File: config.mk
export PLATFORM = sky130hd
export DESIGN_NAME = pc_branch_unit
export DESIGN_NICKNAME = d
export VERILOG_FILES = /design/src/rtl/pcbr_pkg.sv /design/src/rtl/pcbr_cond_eval.sv /design/src/rtl/pcbr_target_gen.sv /design/src/rtl/pcbr_ret_stack.sv /design/src/rtl/pc_branch_unit.sv
export SDC_FILE = /design/constraint.sdc
export NUM_CORES = 1
export LEC_CHECK = 0
export BUFFER_PORTS_ARGS = -buffer_cell sky130_fd_sc_hd__buf_2
export CORE_MARGIN = 3
export CORE_UTILIZATION = 39
export CTS_BUF_LIST = sky130_fd_sc_hd__clkbuf_4 sky130_fd_sc_hd__clkbuf_8
export CTS_CLUSTER_DIAMETER = 30
export CTS_CLUSTER_SIZE = 16
export DETAILED_ROUTE_END_ITERATION = 12
export HOLD_SLACK_MARGIN = 0.08
export PLACE_DENSITY_LB_ADDON = 0.12
export SETUP_SLACK_MARGIN = 0.3
export SLEW_MARGIN = 5
export SYNTH_ARGS = -nofsm -noshare
export SYNTH_HDL_FRONTEND = slang
export SYNTH_SLANG_ARGS = --single-unit
File: constraint.sdc
create_clock -name clk -period 14.8 [get_ports clk]
set_input_delay 1.48 -clock clk [delete_from_list [all_inputs] [get_ports clk]]
set_output_delay 1.48 -clock clk [all_outputs]
set_load 0.1 [all_outputs]
File: src/rtl/pcbr_pkg.sv
package pcbr_pkg;

    localparam int PC_W_DEF     = 12;
    localparam int OFS_W_DEF    = 8;
    localparam int OPND_W_DEF   = 24;
    localparam int BSEL_W_DEF   = 5;
    localparam int LEN_W_DEF    = 3;
    localparam int SKIP_MAX_DEF = 3;
    localparam int STK_DEF      = 4;
    localparam int USER_BASE    = 48;

    typedef enum logic [2:0] {
        XF_SEQ    = 3'd0,
        XF_JUMP   = 3'd1,
        XF_BRANCH = 3'd2,
        XF_SKIP   = 3'd3,
        XF_CALL   = 3'd4,
        XF_RET    = 3'd5
    } xfer_e;

    typedef enum logic [3:0] {
        CC_ALWAYS  = 4'd0,
        CC_C_SET   = 4'd1,
        CC_C_CLR   = 4'd2,
        CC_ZERO    = 4'd3,
        CC_NONZERO = 4'd4,
        CC_NEG     = 4'd5,
        CC_POS     = 4'd6,
        CC_V_SET   = 4'd7,
        CC_V_CLR   = 4'd8,
        CC_BIT_SET = 4'd9,
        CC_BIT_CLR = 4'd10
    } cond_e;

    typedef struct packed {
        logic carry;
        logic zero;
        logic neg;
        logic ovf;
    } flags_t;

    // Flag-only part of the condition decode; bit tests are resolved by the caller.
    function automatic logic flag_test(cond_e c, flags_t f);
        logic r;
        case (c)
            CC_ALWAYS:  r = 1'b1;
            CC_C_SET:   r = f.carry;
            CC_C_CLR:   r = !f.carry;
            CC_ZERO:    r = f.zero;
            CC_NONZERO: r = !f.zero;
            CC_NEG:     r = f.neg;
            CC_POS:     r = !f.neg;
            CC_V_SET:   r = f.ovf;
            CC_V_CLR:   r = !f.ovf;
            default:    r = 1'b0;
        endcase
        return r;
    endfunction

endpackage

File: src/rtl/pcbr_cond_eval.sv
module pcbr_cond_eval
    import pcbr_pkg::*;
#(
    parameter int OPND_W = OPND_W_DEF,
    parameter int BSEL_W = BSEL_W_DEF
) (
    input  logic [3:0]        cond,
    input  flags_t            flags,
    input  logic [OPND_W-1:0] operand,
    input  logic [BSEL_W-1:0] bit_sel,
    output logic              cond_ok
);

    localparam logic [BSEL_W:0] BIT_LIMIT = (BSEL_W+1)'(OPND_W);

    cond_e             sel;
    logic              in_range;
    logic [OPND_W-1:0] shifted;
    logic              bit_val;

    always_comb begin
        sel      = cond_e'(cond);
        in_range = ({1'b0, bit_sel} < BIT_LIMIT);
        shifted  = operand >> bit_sel;
        bit_val  = in_range && shifted[0];
        case (sel)
            CC_BIT_SET: cond_ok = bit_val;
            CC_BIT_CLR: cond_ok = !bit_val;
            default:    cond_ok = flag_test(sel, flags);
        endcase
    end

endmodule

File: src/rtl/pcbr_target_gen.sv
module pcbr_target_gen #(
    parameter int PC_W     = 12,
    parameter int OFS_W    = 8,
    parameter int LEN_W    = 3,
    parameter int SKIP_MAX = 3,
    parameter int SKIP_W   = $clog2(SKIP_MAX + 1)
) (
    input  logic [PC_W-1:0]           pc,
    input  logic [LEN_W-1:0]          cur_len,
    input  logic [OFS_W-1:0]          offset,
    input  logic [SKIP_W-1:0]         skip_n,
    input  logic [SKIP_MAX*LEN_W-1:0] skip_lens,
    output logic [PC_W-1:0]           seq_pc,
    output logic [PC_W-1:0]           rel_pc,
    output logic [PC_W-1:0]           skip_pc
);

    logic [PC_W-1:0] psum [SKIP_MAX+1];

    assign seq_pc  = pc + {{(PC_W-LEN_W){1'b0}}, cur_len};
    assign rel_pc  = seq_pc + {{(PC_W-OFS_W){offset[OFS_W-1]}}, offset};
    assign psum[0] = seq_pc;

    // Running sum over the following instruction lengths, one adder per slot.
    for (genvar g = 0; g < SKIP_MAX; g++) begin : g_skip_sum
        assign psum[g+1] = psum[g] + {{(PC_W-LEN_W){1'b0}}, skip_lens[g*LEN_W +: LEN_W]};
    end

    always_comb begin
        skip_pc = psum[SKIP_MAX];
        for (int i = 0; i <= SKIP_MAX; i++) begin
            if (skip_n == SKIP_W'(i)) skip_pc = psum[i];
        end
    end

endmodule

File: src/rtl/pcbr_ret_stack.sv
module pcbr_ret_stack #(
    parameter int PC_W  = 12,
    parameter int DEPTH = 4,
    parameter logic [PC_W-1:0] BASE = PC_W'(48)
) (
    input  logic            clk,
    input  logic            rst,
    input  logic            push,
    input  logic            pop,
    input  logic [PC_W-1:0] push_addr,
    output logic [PC_W-1:0] top_addr,
    output logic            overflow
);

    localparam int CNT_W = $clog2(DEPTH + 1);
    localparam int IDX_W = (DEPTH > 1) ? $clog2(DEPTH) : 1;
    localparam logic [CNT_W-1:0] FULL = CNT_W'(DEPTH);

    logic [PC_W-1:0]  mem_q [DEPTH];
    logic [CNT_W-1:0] cnt_q;
    logic [CNT_W-1:0] cnt_dec;
    logic             is_full;
    logic             is_empty;

    assign cnt_dec  = cnt_q - 1'b1;
    assign is_full  = (cnt_q == FULL);
    assign is_empty = (cnt_q == '0);
    assign top_addr = is_empty ? BASE : mem_q[cnt_dec[IDX_W-1:0]];

    always_ff @(posedge clk) begin
        if (rst) begin
            cnt_q    <= '0;
            overflow <= 1'b0;
            for (int i = 0; i < DEPTH; i++) mem_q[i] <= BASE;
        end else if (push) begin
            if (is_full) begin
                overflow <= 1'b1;
            end else begin
                mem_q[cnt_q[IDX_W-1:0]] <= push_addr;
                cnt_q <= cnt_q + 1'b1;
            end
        end else if (pop && !is_empty) begin
            cnt_q <= cnt_dec;
        end
    end

    AST_STK_BOUND: assert property (@(posedge clk) disable iff (rst)
        cnt_q <= FULL);
    AST_ERR_STICKY: assert property (@(posedge clk) disable iff (rst)
        overflow |=> overflow);
    AST_FULL_PUSH_HOLD: assert property (@(posedge clk) disable iff (rst)
        (push && is_full) |=> (is_full && overflow));
    AST_PUSH_LIFO: assert property (@(posedge clk) disable iff (rst)
        (push && !is_full) |=> (top_addr == $past(push_addr)));
    AST_EMPTY_POP_BASE: assert property (@(posedge clk) disable iff (rst)
        (pop && is_empty) |=> is_empty);

endmodule

File: src/rtl/pc_branch_unit.sv
module pc_branch_unit
    import pcbr_pkg::*;
#(
    parameter int PC_W     = PC_W_DEF,
    parameter int OFS_W    = OFS_W_DEF,
    parameter int OPND_W   = OPND_W_DEF,
    parameter int BSEL_W   = BSEL_W_DEF,
    parameter int LEN_W    = LEN_W_DEF,
    parameter int SKIP_MAX = SKIP_MAX_DEF,
    parameter int STK_D    = STK_DEF,
    parameter int SKIP_W   = $clog2(SKIP_MAX + 1)
) (
    input  logic                      clk,
    input  logic                      rst,
    input  logic                      step,
    input  logic [2:0]                kind,
    input  logic [3:0]                cond,
    input  logic [3:0]                flags,
    input  logic [OPND_W-1:0]         operand,
    input  logic [BSEL_W-1:0]         bit_sel,
    input  logic [PC_W-1:0]           target,
    input  logic [OFS_W-1:0]          offset,
    input  logic [LEN_W-1:0]          cur_len,
    input  logic [SKIP_W-1:0]         skip_n,
    input  logic [SKIP_MAX*LEN_W-1:0] skip_lens,
    output logic [PC_W-1:0]           pc_q,
    output logic [PC_W-1:0]           next_pc,
    output logic                      taken,
    output logic                      stk_err
);

    localparam logic [PC_W-1:0] BASE_PC = PC_W'(USER_BASE);

    xfer_e           xk;
    logic            cond_ok;
    logic [PC_W-1:0] seq_pc;
    logic [PC_W-1:0] rel_pc;
    logic [PC_W-1:0] skip_pc;
    logic [PC_W-1:0] ret_pc;
    logic            do_push;
    logic            do_pop;

    assign xk = xfer_e'(kind);

    pcbr_cond_eval #(
        .OPND_W (OPND_W),
        .BSEL_W (BSEL_W)
    ) u_cond (
        .cond    (cond),
        .flags   (flags_t'(flags)),
        .operand (operand),
        .bit_sel (bit_sel),
        .cond_ok (cond_ok)
    );

    pcbr_target_gen #(
        .PC_W     (PC_W),
        .OFS_W    (OFS_W),
        .LEN_W    (LEN_W),
        .SKIP_MAX (SKIP_MAX),
        .SKIP_W   (SKIP_W)
    ) u_tgt (
        .pc        (pc_q),
        .cur_len   (cur_len),
        .offset    (offset),
        .skip_n    (skip_n),
        .skip_lens (skip_lens),
        .seq_pc    (seq_pc),
        .rel_pc    (rel_pc),
        .skip_pc   (skip_pc)
    );

    pcbr_ret_stack #(
        .PC_W  (PC_W),
        .DEPTH (STK_D),
        .BASE  (BASE_PC)
    ) u_stk (
        .clk       (clk),
        .rst       (rst),
        .push      (do_push),
        .pop       (do_pop),
        .push_addr (seq_pc),
        .top_addr  (ret_pc),
        .overflow  (stk_err)
    );

    always_comb begin
        taken   = 1'b0;
        next_pc = seq_pc;
        do_push = 1'b0;
        do_pop  = 1'b0;
        case (xk)
            XF_JUMP: begin
                taken = cond_ok;
                if (cond_ok) next_pc = target;
            end
            XF_BRANCH: begin
                taken = cond_ok;
                if (cond_ok) next_pc = rel_pc;
            end
            XF_SKIP: begin
                taken = cond_ok;
                if (cond_ok) next_pc = skip_pc;
            end
            XF_CALL: begin
                taken   = 1'b1;
                next_pc = target;
                do_push = step;
            end
            XF_RET: begin
                taken   = 1'b1;
                next_pc = ret_pc;
                do_pop  = step;
            end
            default: ;
        endcase
    end

    always_ff @(posedge clk) begin
        if (rst)       pc_q <= BASE_PC;
        else if (step) pc_q <= next_pc;
    end

    AST_RESET_BASE: assert property (@(posedge clk)
        rst |=> (pc_q == BASE_PC));
    AST_HOLD_NO_STEP: assert property (@(posedge clk) disable iff (rst)
        !step |=> $stable(pc_q));
    AST_CALL_TARGET: assert property (@(posedge clk) disable iff (rst)
        (step && kind == 3'd4) |=> (pc_q == $past(target)));
    AST_NOT_TAKEN_FALLTHRU: assert property (@(posedge clk) disable iff (rst)
        (step && !taken) |=>
        (pc_q == $past(pc_q) + {{(PC_W-LEN_W){1'b0}}, $past(cur_len)}));

endmodule

; Word-level counts from Yosys, hierarchy flattened
; Memories as Yosys holds them, arrays and structs flattened.
; Cells that the tools add are included.
[totals]
memories = 1
input_bits = 77
output_inout_bits = 26
ff_bits = 16
ramBits = 48
elab_cells = 76
[mem_list]
columns = memory, words, word_bits, rd, rd_ports_with_merged_regs, write_ports, line_no
row1 = u_stk.mem_q, 4, 12, 1, 0, 4, pcbr_ret_stack.sv:19  ; logic [PC_W-1:0] mem_q [DEPTH];
[classes]
n_addsub = 7
n_shift = 1
order_cmp = 1
n_mux = 26
n_eq_ne = 20
n_reduce_logical = 17
[op_table]
columns = operator, n
row1 = two-way mux 12 bit, 9
row2 = case mux 12 bit (5 select lines), 1
row3 = adder 12 x 3 -> 12 bit, 4
row4 = >> shifter 24 x 5 -> 1 bit, 1
row5 = "equality test 4 x 3 -> 1 bit, second input constant", 4
row6 = adder 12 bit, 1
row7 = "equality test 4 bit, second input constant", 3
row8 = OR reduction 12 bit, 1
row9 = "equality test 3 bit, second input constant", 3
row10 = two-way mux 1 bit, 9
row11 = two-way mux 3 bit, 3
row12 = case mux 1 bit (9 select lines), 1
row13 = "equality test 4 x 2 -> 1 bit, second input constant", 2
row14 = "equality test 3 x 2 -> 1 bit, second input constant", 2
row15 = logical NOT 1 bit, 6
row16 = "less-than comparator 5 bit, second input constant", 1
row17 = "equality test 2 bit, second input constant", 2
row18 = "equality test 4 x 1 -> 1 bit, second input constant", 1
row19 = logical NOT 4 bit, 1
row20 = case mux 1 bit (2 select lines), 2
row21 = AND reduction 2 bit, 2
row22 = "adder 3 x 1 -> 3 bit, second input constant", 1
row23 = "equality test 3 x 1 -> 1 bit, second input constant", 1
row24 = logical NOT 3 bit, 1
row25 = 9 further kinds, 10

; Longest topological paths before layout
; Gate-level depths: netlist of run 1.
[depth]
ltp_word = 10
ltp_mapped = 20
mapped_depth_nobuf = 20

; By module
; From an unflattened synthesis of run 1, not the netlist that was laid out.
[hier_totals]
cells_unflattened = 726
hier_area_um2 = 6712.7
[by_module_without_submodules]
columns = mod, seq_area_each_um2, n_inst, cells_per_inst, area_each_um2
row1 = pcbr_ret_stack, 1521.5, 1, 174, 2560.0
row2 = pcbr_target_gen, 0.0, 1, 308, 2268.4
row3 = pc_branch_unit, 240.2, 1, 195, 1524.0
row4 = pcbr_cond_eval, 0.0, 1, 49, 360.3

; Worst setup path after synthesis of run 1
; Ideal clock, no wire load.
[synth_path]
kind = input-to-output
from = input cur_len[0]
to = output next_pc[5]
slack_ps = 6289
path_buffers = 0
arrival_time_ps = 7031
cell_stages = 15
required_time_ps = 13320
cell_sequence = ha_1 -> inv_1 -> fa_1 -> fa_1 -> fa_1 -> inv_1 -> ha_1 -> a21o_1 -> a21oi_1 -> nand2b_1 -> nand3b_2 -> a211oi_1 -> or4_1 -> a211oi_2 -> a211oi_1
[synth_via]
elab_chain_len = 10
word_cells_on_any_way = 13
cone_classes = 5 x add/sub / 8 x mux
[synth_rtl]
columns = element, line_no
row1 = start: declaration, pc_branch_unit.sv:23  ; input logic [LEN_W-1:0] cur_len,
row2 = adder 12 x 3 -> 12 bit (*), pcbr_target_gen.sv:20  ; assign seq_pc = pc + {{(PC_W-LEN_W){1'b0}}, cur_len};
row3 = adder 12 x 3 -> 12 bit (3 in a row), pcbr_target_gen.sv:26  ; assign psum[g+1] = psum[g] + {{(PC_W-LEN_W){1'b0}}, skip_lens[g*LEN_W +: LEN_W]};
row4 = two-way mux 12 bit (4 in a row), pcbr_target_gen.sv:32  ; if (skip_n == SKIP_W'(i)) skip_pc = psum[i];
row5 = two-way mux 12 bit, pc_branch_unit.sv:103  ; if (cond_ok) next_pc = skip_pc;
row6 = case mux 12 bit (5 select lines) (*), pc_branch_unit.sv:92  ; case (xk)
row7 = end: declaration, pc_branch_unit.sv:27  ; output logic [PC_W-1:0] next_pc,
; Mark *: on every way between the ends. The rest lies on a longest branch, timed or not.

; Final worst setup path of run 1
[layout_path]
from = input cur_len[0]
to = output next_pc[6]
; The elaborated chain is that of the path after synthesis.

==> results.json, run 1 <==
{
  "ys_seq_elements": 64,
  "avgSynthCellArea_sq_um": 8.68,
  "grt_pass1_wl_um": 31500,
  "synth_fa_ha_area_share_pct": 7.26,
  "fillers": 1494,
  "max-vdd-ir-drop_v": 0.0000885,
  "cp-start-kind": "input port",
  "postCtsSetupBuffers": 0,
  "viasPerCell": 6.03,
  "synth_top_family_by_area": "compound AO/OA/AOI/OAI gates",
  "ys_types": 89,
  "dp_hpwl_um": 15900,
  "max_freq_mhz": 121,
  "area_delta_synth_final_pct": 14.0,
  "gp_congestion": 0.983,
  "r2r_cells": 18,
  "htree_levels": 3,
  "clk_latency_ns": 0.34,
  "die_area_sq_mm": 0.0170,
  "arrival_ns": 6.78,
  "fin_tns_setup_ns": 0,
  "synth_area_leaders": "edfxtp_1 24%, nor2_1 5.8%, ha_1 5.6%",
  "synth_top_area_share_pct": 23.9,
  "leakage_nw": 2.77,
  "drc_errors": 0,
  "dr_total_vias": 5838,
  "fin_worst_skew_ns": 0.00861,
  "grt_pass1_vias": 5547,
  "totalWireLength_um": 20600,
  "critPathKind": "in -> out",
  "slew_headroom_pct": 28.1,
  "cellPowerDensity_mw_per_mm2": 107,
  "rows": 44,
  "setup_viol": 0,
  "synthXorXnorAreaFrac_pct": 5.16,
  "hold_viol": 0,
  "timing_worst_slew_pin_value_ns": 1.08,
  "synth_async_sr_flop_share_pct": 0,
  "cts_tree": "done",
  "die_w_um": 130,
  "drt-pass1-iter-count": 5,
  "synth_enable_flop_cells": 48,
  "finalCritPeriodShare_pct": 55.8,
  "drtAntennaViolNets": 0,
  "grt-ovfl-total": 0,
  "cp.required_ns": 13.32,
  "ios": 103,
  "cp-end-kind": "primary output",
  "ys.flop_type": "edfxtp_1",
  "synth_cells": 695,
  "ff_latch_area_sq_mm": 0.00176,
  "whs_path_depth": 2,
  "antennaDiodeCount": 0,
  "drtIter0Drc": 528,
  "ys_warn_count": 0,
  "cts_max_path_buffers": 2,
  "rsz0062_at_grt": "false",
  "cp_max_fo": 7,
  "cts_buffers": 9,
  "multi_input_area_sq_mm": 0.00396,
  "synth-compound-area-share_pct": 23.7,
  "syn-num-nets": 804,
  "cts.repair.resized": 0,
  "synth-simple-area-share_pct": 20.2,
  "port_buffers": 102,
  "yosys.area.top_type": "edfxtp_1",
  "fin_nets": 888,
  "final_common_cell": "buf_2",
  "layout-drive-gt1-share_pct": 21.4,
  "hold_class": "reg -> reg",
  "grt_use_total_pct": 24.2,
  "slew_violations": 0,
  "drv_cap": 0,
  "status": "finished clean",
  "antenna_found_initial": 0,
  "period_needed_ns": 8.26,
  "root_buffer": "clkbuf_8",
  "cts.sink_count": 64,
  "wl_per_cell_um": 21.3,
  "yosys-mux-area-fraction_pct": 9.27,
  "most-common-layout-cells": "102 x buf_2, 94 x nor2_1, 54 x nand2_1",
  "ctsHoldBuffers": 0,
  "grt_max_degree": 25,
  "clk_pin_slew_ns": 0.07,
  "ys_seq_area_share_pct": 29.2,
  "die_h_um": 130,
  "hold_slack_ns": 0.491,
  "start_util_pct": 40.7,
  "coreArea_sq_mm": 0.0148,
  "synth.cell_area_sq_mm": 0.00603
}
[area by class of cell]
type | count | share of cell area (%)
Multi-Input combinational cell | 553 | 57.6
Sequential cell | 64 | 25.6
Timing Repair Buffer | 107 | 7.97
Tap cell | 184 | 3.35
Clock buffer | 13 | 2.51
Inverter | 44 | 2.40
Clock inverter | 3 | 0.582
[stage by stage]
stage	instance area (sq um)	setup WS (ns)	utilization [%]	total power [mW]	std cells
final	6880	6.54	46.4	0.734	968
after global routing	6880	6.24	46.4	0.774	968
after CTS	6880	6.66	46.4	0.732	968
after detailed placement	6660	6.67	45.0	0.571	952
after global placement	6660	6.75	45.0	0.567	952
after floorplan	6030	6.29	-	0.483	695
[kinds of logic after synthesis]
kind of cell             after synthesis
AO/OA/AOI/OAI                        198
XOR/XNOR                              34
flip-flops                            64
adder cells (fa/ha/maj)               32
AND/OR/NAND/NOR                      252
buffers and inverters                 78
multiplexers                          37
[report_power, final]
group	total (mW)	internal, mW	leakage [nW]	switching (mW)
combinational	0.366	0.118	2.06	0.248
sequential	0.207	0.200	0.600	0.00679
clock	0.161	0.0930	0.113	0.0684
total	0.734	0.410	2.77	0.323
[routing by layer]
metal / routed length [um] / up-vias / GRT usage [%]
met1: 9620 / 2763 / 37.0
met5: 0 / - / 0
met2: 8750 / 291 / 36.6
met4: 306 / 0 / 3.57
met3: 1940 / 27 / 4.39
li1: - / 2757 / -
[worst paths after layout]
check,start,to,slack [ns]
max,cur_len[0],next_pc[6],6.54
min,u_stk.overflow,u_stk.overflow,0.49
max reg2reg,pc_q[0],pc_q[6],9.43
min reg2reg,u_stk.overflow,u_stk.overflow,0.49
[state kept, by name, indices dropped and copies added (netlist names)]
register / count
u_stk.overflow: 1
pc_q: 12
u_stk.mem_q: 48
u_stk.cnt_q: 3
[critical path: stages]
cell and delay, ns:
buf_2 0.08, ha_1 0.19, inv_1 0.07, fa_1 0.41, xor2_1 0.61, inv_1 0.22
ha_1 0.40, xnor2_1 0.20, ha_1 0.29, a21oi_1 0.41, a21oi_1 0.12, a32oi_2 0.45
and3_1 0.27, o2111ai_1 0.11, a311oi_1 0.37, and2_1 0.18, a221oi_1 0.07, o21ai_1 0.33
buf_2 0.50
[cell usage after synthesis (7+ instances only)]
cell / n
a211oi_1: 17
a21o_1: 12
a21oi_1: 41
a22oi_1: 9
and2_1: 7
clkbuf_1: 26
dfxtp_1: 16
edfxtp_1: 48
ha_1: 27
inv_1: 43
mux2i_1: 21
mux4_2: 15
nand2_1: 54
nand2b_1: 10
nand3_1: 11
nor2_1: 94
nor2b_1: 9
nor3_1: 21
o21ai_0: 35
xnor2_1: 23
xor2_1: 10
Power figures use the tool's default switching activity.
==> run 2, diff against run 1 <==
Settings changed: ABC_AREA from default to 1.
Clock period 14.8 ns to 7.8 ns, I/O delays scaled along.
==> run 2 against run 1 <==
Compared with the run above:
- final area up 3.1%
- register-to-register slack lost 6.7 ns
- utilization shrank 0.47 points
- worst setup slack got worse by 5.1 ns
- largest cell class unchanged
- clock power up 57%
- die area increased by 3.6%
- routed wire length fell by 2.5%
==> results.json, run 2 <==
{
  "drt-pass1-iter-count": 5,
  "p_comb_share_pct": 51.5,
  "clk_pin_slew_ns": 0.06,
  "area_delta_synth_final_pct": 13.3,
  "largest_reg_flops": 48,
  "cp-end-kind": "primary output",
  "final_cells": 1231,
  "r2r_slack_ns": 2.78,
  "crit_path_max_incr_delay_ns": 0.82,
  "drtIter0Drc": 555,
  "finalCritPeriodShare_pct": 81.3,
  "cts_tree": "done",
  "rr_endpoint": "pc_q[8]",
  "avgSynthCellArea_sq_um": 6.78,
  "r2r_cells": 24,
  "ctsHoldBuffers": 0,
  "antenna_found_initial": 0,
  "slew_headroom_pct": 48.9,
  "r2r_start": "pc_q[0]",
  "drtAntennaViolNets": 0,
  "dr_total_vias": 6456,
  "m1WireLength_um": 8900,
  "wl_met3_um": 965,
  "most-common-layout-cells": "185 x nand2_1, 126 x nor2_1, 125 x inv_1",
  "yosys.area.top_type": "edfxtp_1",
  "grt_max_degree": 31,
  "internal_power_uw": 700,
  "wl_per_cell_um": 16.3,
  "htree_levels": 3,
  "die_area_sq_mm": 0.0176,
  "switchingPower_uw": 630,
  "synth_area_leaders": "edfxtp_1 23%, nand2_1 11%, nor2_1 7.6%",
  "antennaDiodeCount": 0,
  "ys_types": 49,
  "hold_class": "reg -> reg",
  "grt_use_total_pct": 22.5,
  "postCtsSetupBuffers": 0,
  "die_h_um": 133,
  "max_freq_mhz": 158,
  "finalPower_mw": 1.33,
  "highest_layer": "met4",
  "rsz0062_at_grt": "false",
  "dr_wl_met2_um": 9540,
  "synth_top_area_share_pct": 23.0,
  "timing_worst_slew_pin_value_ns": 0.764,
  "synthTopCellsByCount": "185 x nand2_1, 126 x nor2_1, 125 x inv_1",
  "totalWireLength_um": 20100,
  "grt_pass1_vias": 5991,
  "gp_congestion": 0.908,
  "fin_tns_setup_ns": 0,
  "arrival_ns": 5.56,
  "hold_slack_ns": 0.478,
  "synth_enable_flop_cells": 48,
  "cellPowerDensity_mw_per_mm2": 187,
  "hold_viol": 0,
  "cp_max_fo": 8,
  "swShare_pct": 47.4,
  "ios": 103,
  "viasPerCell": 5.24,
  "coreArea_sq_mm": 0.0154,
  "layout-drive-gt1-share_pct": 19.8,
  "yosysMostFrequentCell": "nand2_1",
  "cts_buffers": 9,
  "p_seq_share_pct": 29.5,
  "drc_errors": 0,
  "setup_viol": 0,
  "reg.largest.list": "u_stk.mem_q (48), pc_q (12), u_stk.cnt_q (3)",
  "cp-start-kind": "register",
  "synth.cell_area_sq_mm": 0.00626,
  "ys.flop_type": "edfxtp_1",
  "placed_cells": 1215,
  "critPathKind": "reg -> out",
  "clk_latency_ns": 0.34,
  "start_util_pct": 40.6,
  "cts.repair.resized": 0,
  "crit_end": "next_pc[11]",
  "leakage_nw": 3.35,
  "regMostFlops": "u_stk.mem_q",
  "synth_async_sr_flop_share_pct": 0,
  "fin_area_sq_mm": 0.00709,
  "root_buffer": "clkbuf_8",
  "ys_seq_area_share_pct": 28.1,
  "fin_worst_skew_ns": 0.0103,
  "grt-ovfl-total": 0,
  "cts.sink_count": 64,
  "grt_pass1_wl_um": 31400,
  "drv_cap": 0,
  "critical-path-slowest-cell": "fa_1",
  "clkPwrFrac_pct": 19.0,
  "syn-num-nets": 1033,
  "final_common_cell": "nand2_1",
  "slew_violations": 0,
  "ys_warn_count": 0,
  "dp_hpwl_um": 15500,
  "cp.required_ns": 7.02,
  "period_needed_ns": 6.34,
  "status": "finished clean",
  "rows": 45,
  "fin_nets": 1124,
  "path_common_cell": "nand2_1",
  "placed_area_sq_mm": 0.00692,
  "ys_seq_elements": 64,
  "startpoint": "pc_q[0]",
  "port_buffers": 102,
  "die_w_um": 133,
  "synth_cells": 924,
  "max-vdd-ir-drop_v": 0.0000926,
  "cts_max_path_buffers": 2
}
[run 2: cell count changes in the layout (fill, tap and decap cells not counted), moves of 11 or more]
cell,before,now
nand2_1,54,185
nor2_1,94,126
o22ai_1,6,18
xnor2_1,23,8
nand2_2,1,23
o21ai_0,35,72
mux2i_1,21,0
nand3_1,11,55
inv_1,43,125
a211oi_1,17,1
a21o_1,12,1
mux4_2,15,0
[run 2: worst min-delay path by stage]
stage / from / end / depth (start not counted) / slack, ns
floorplan: u_stk.cnt_q[1] / u_stk.cnt_q[1] / 2 / 0.50
global placement: u_stk.overflow / u_stk.overflow / 2 / 0.45
detailed placement: u_stk.overflow / u_stk.overflow / 2 / 0.46
CTS: u_stk.overflow / u_stk.overflow / 2 / 0.48
global route: u_stk.overflow / u_stk.overflow / 2 / 0.51
finish: u_stk.overflow / u_stk.overflow / 2 / 0.48
[run 2: power by group through the flow]
stage / clock, mW / sequential [mW] / combinational, mW
floorplan: 0 / 0.436 / 0.490
global placement: 0 / 0.400 / 0.679
detailed placement: 0 / 0.400 / 0.681
CTS: 0.255 / 0.392 / 0.683
global route: 0.273 / 0.394 / 0.757
finish: 0.253 / 0.392 / 0.684
[run 2: final cells by class]
type                       count  area, sq um
fill                        1659         8340
multi-input combinational    692         3810
sequential                    64         1760
timing repair buffer         109          563
inverter                     139          522
tap                          211          264
clock buffer                  12          153
clock inverter                 4         20.0
[run 2: kinds of logic after synthesis]
group,count (synthesis),share of synthesized area (%)
flip-flops,64,28.1
XOR/XNOR,14,2.08
AO/OA/AOI/OAI,187,17.7
AND/OR/NAND/NOR,459,34.0
buffers and inverters,168,11.1
adder cells (fa/ha/maj),32,6.99
[run 2: per-layer routing]
layer  global-route usage [%]  vias up
li1                         -     3257
met1                     29.7     2957
met2                     37.1      206
met3                     3.16       36
met4                     9.12        0
met5                        0        -
[run 2: metrics by stage]
stage	setup WS, ns	util, %
finish	1.46	46.0
global route	1.07	46.0
CTS	1.49	46.0
detailed placement	1.49	44.9
global placement	1.54	44.9
floorplan	1.60	-
[run 2: critical path: cells and delay by family (launching register included)]
kind	cells	cell delay [ns]
buf+inv	6	0.69
fa+ha+maj	5	2.39
simple gates	18	1.65
flops	1	0.46
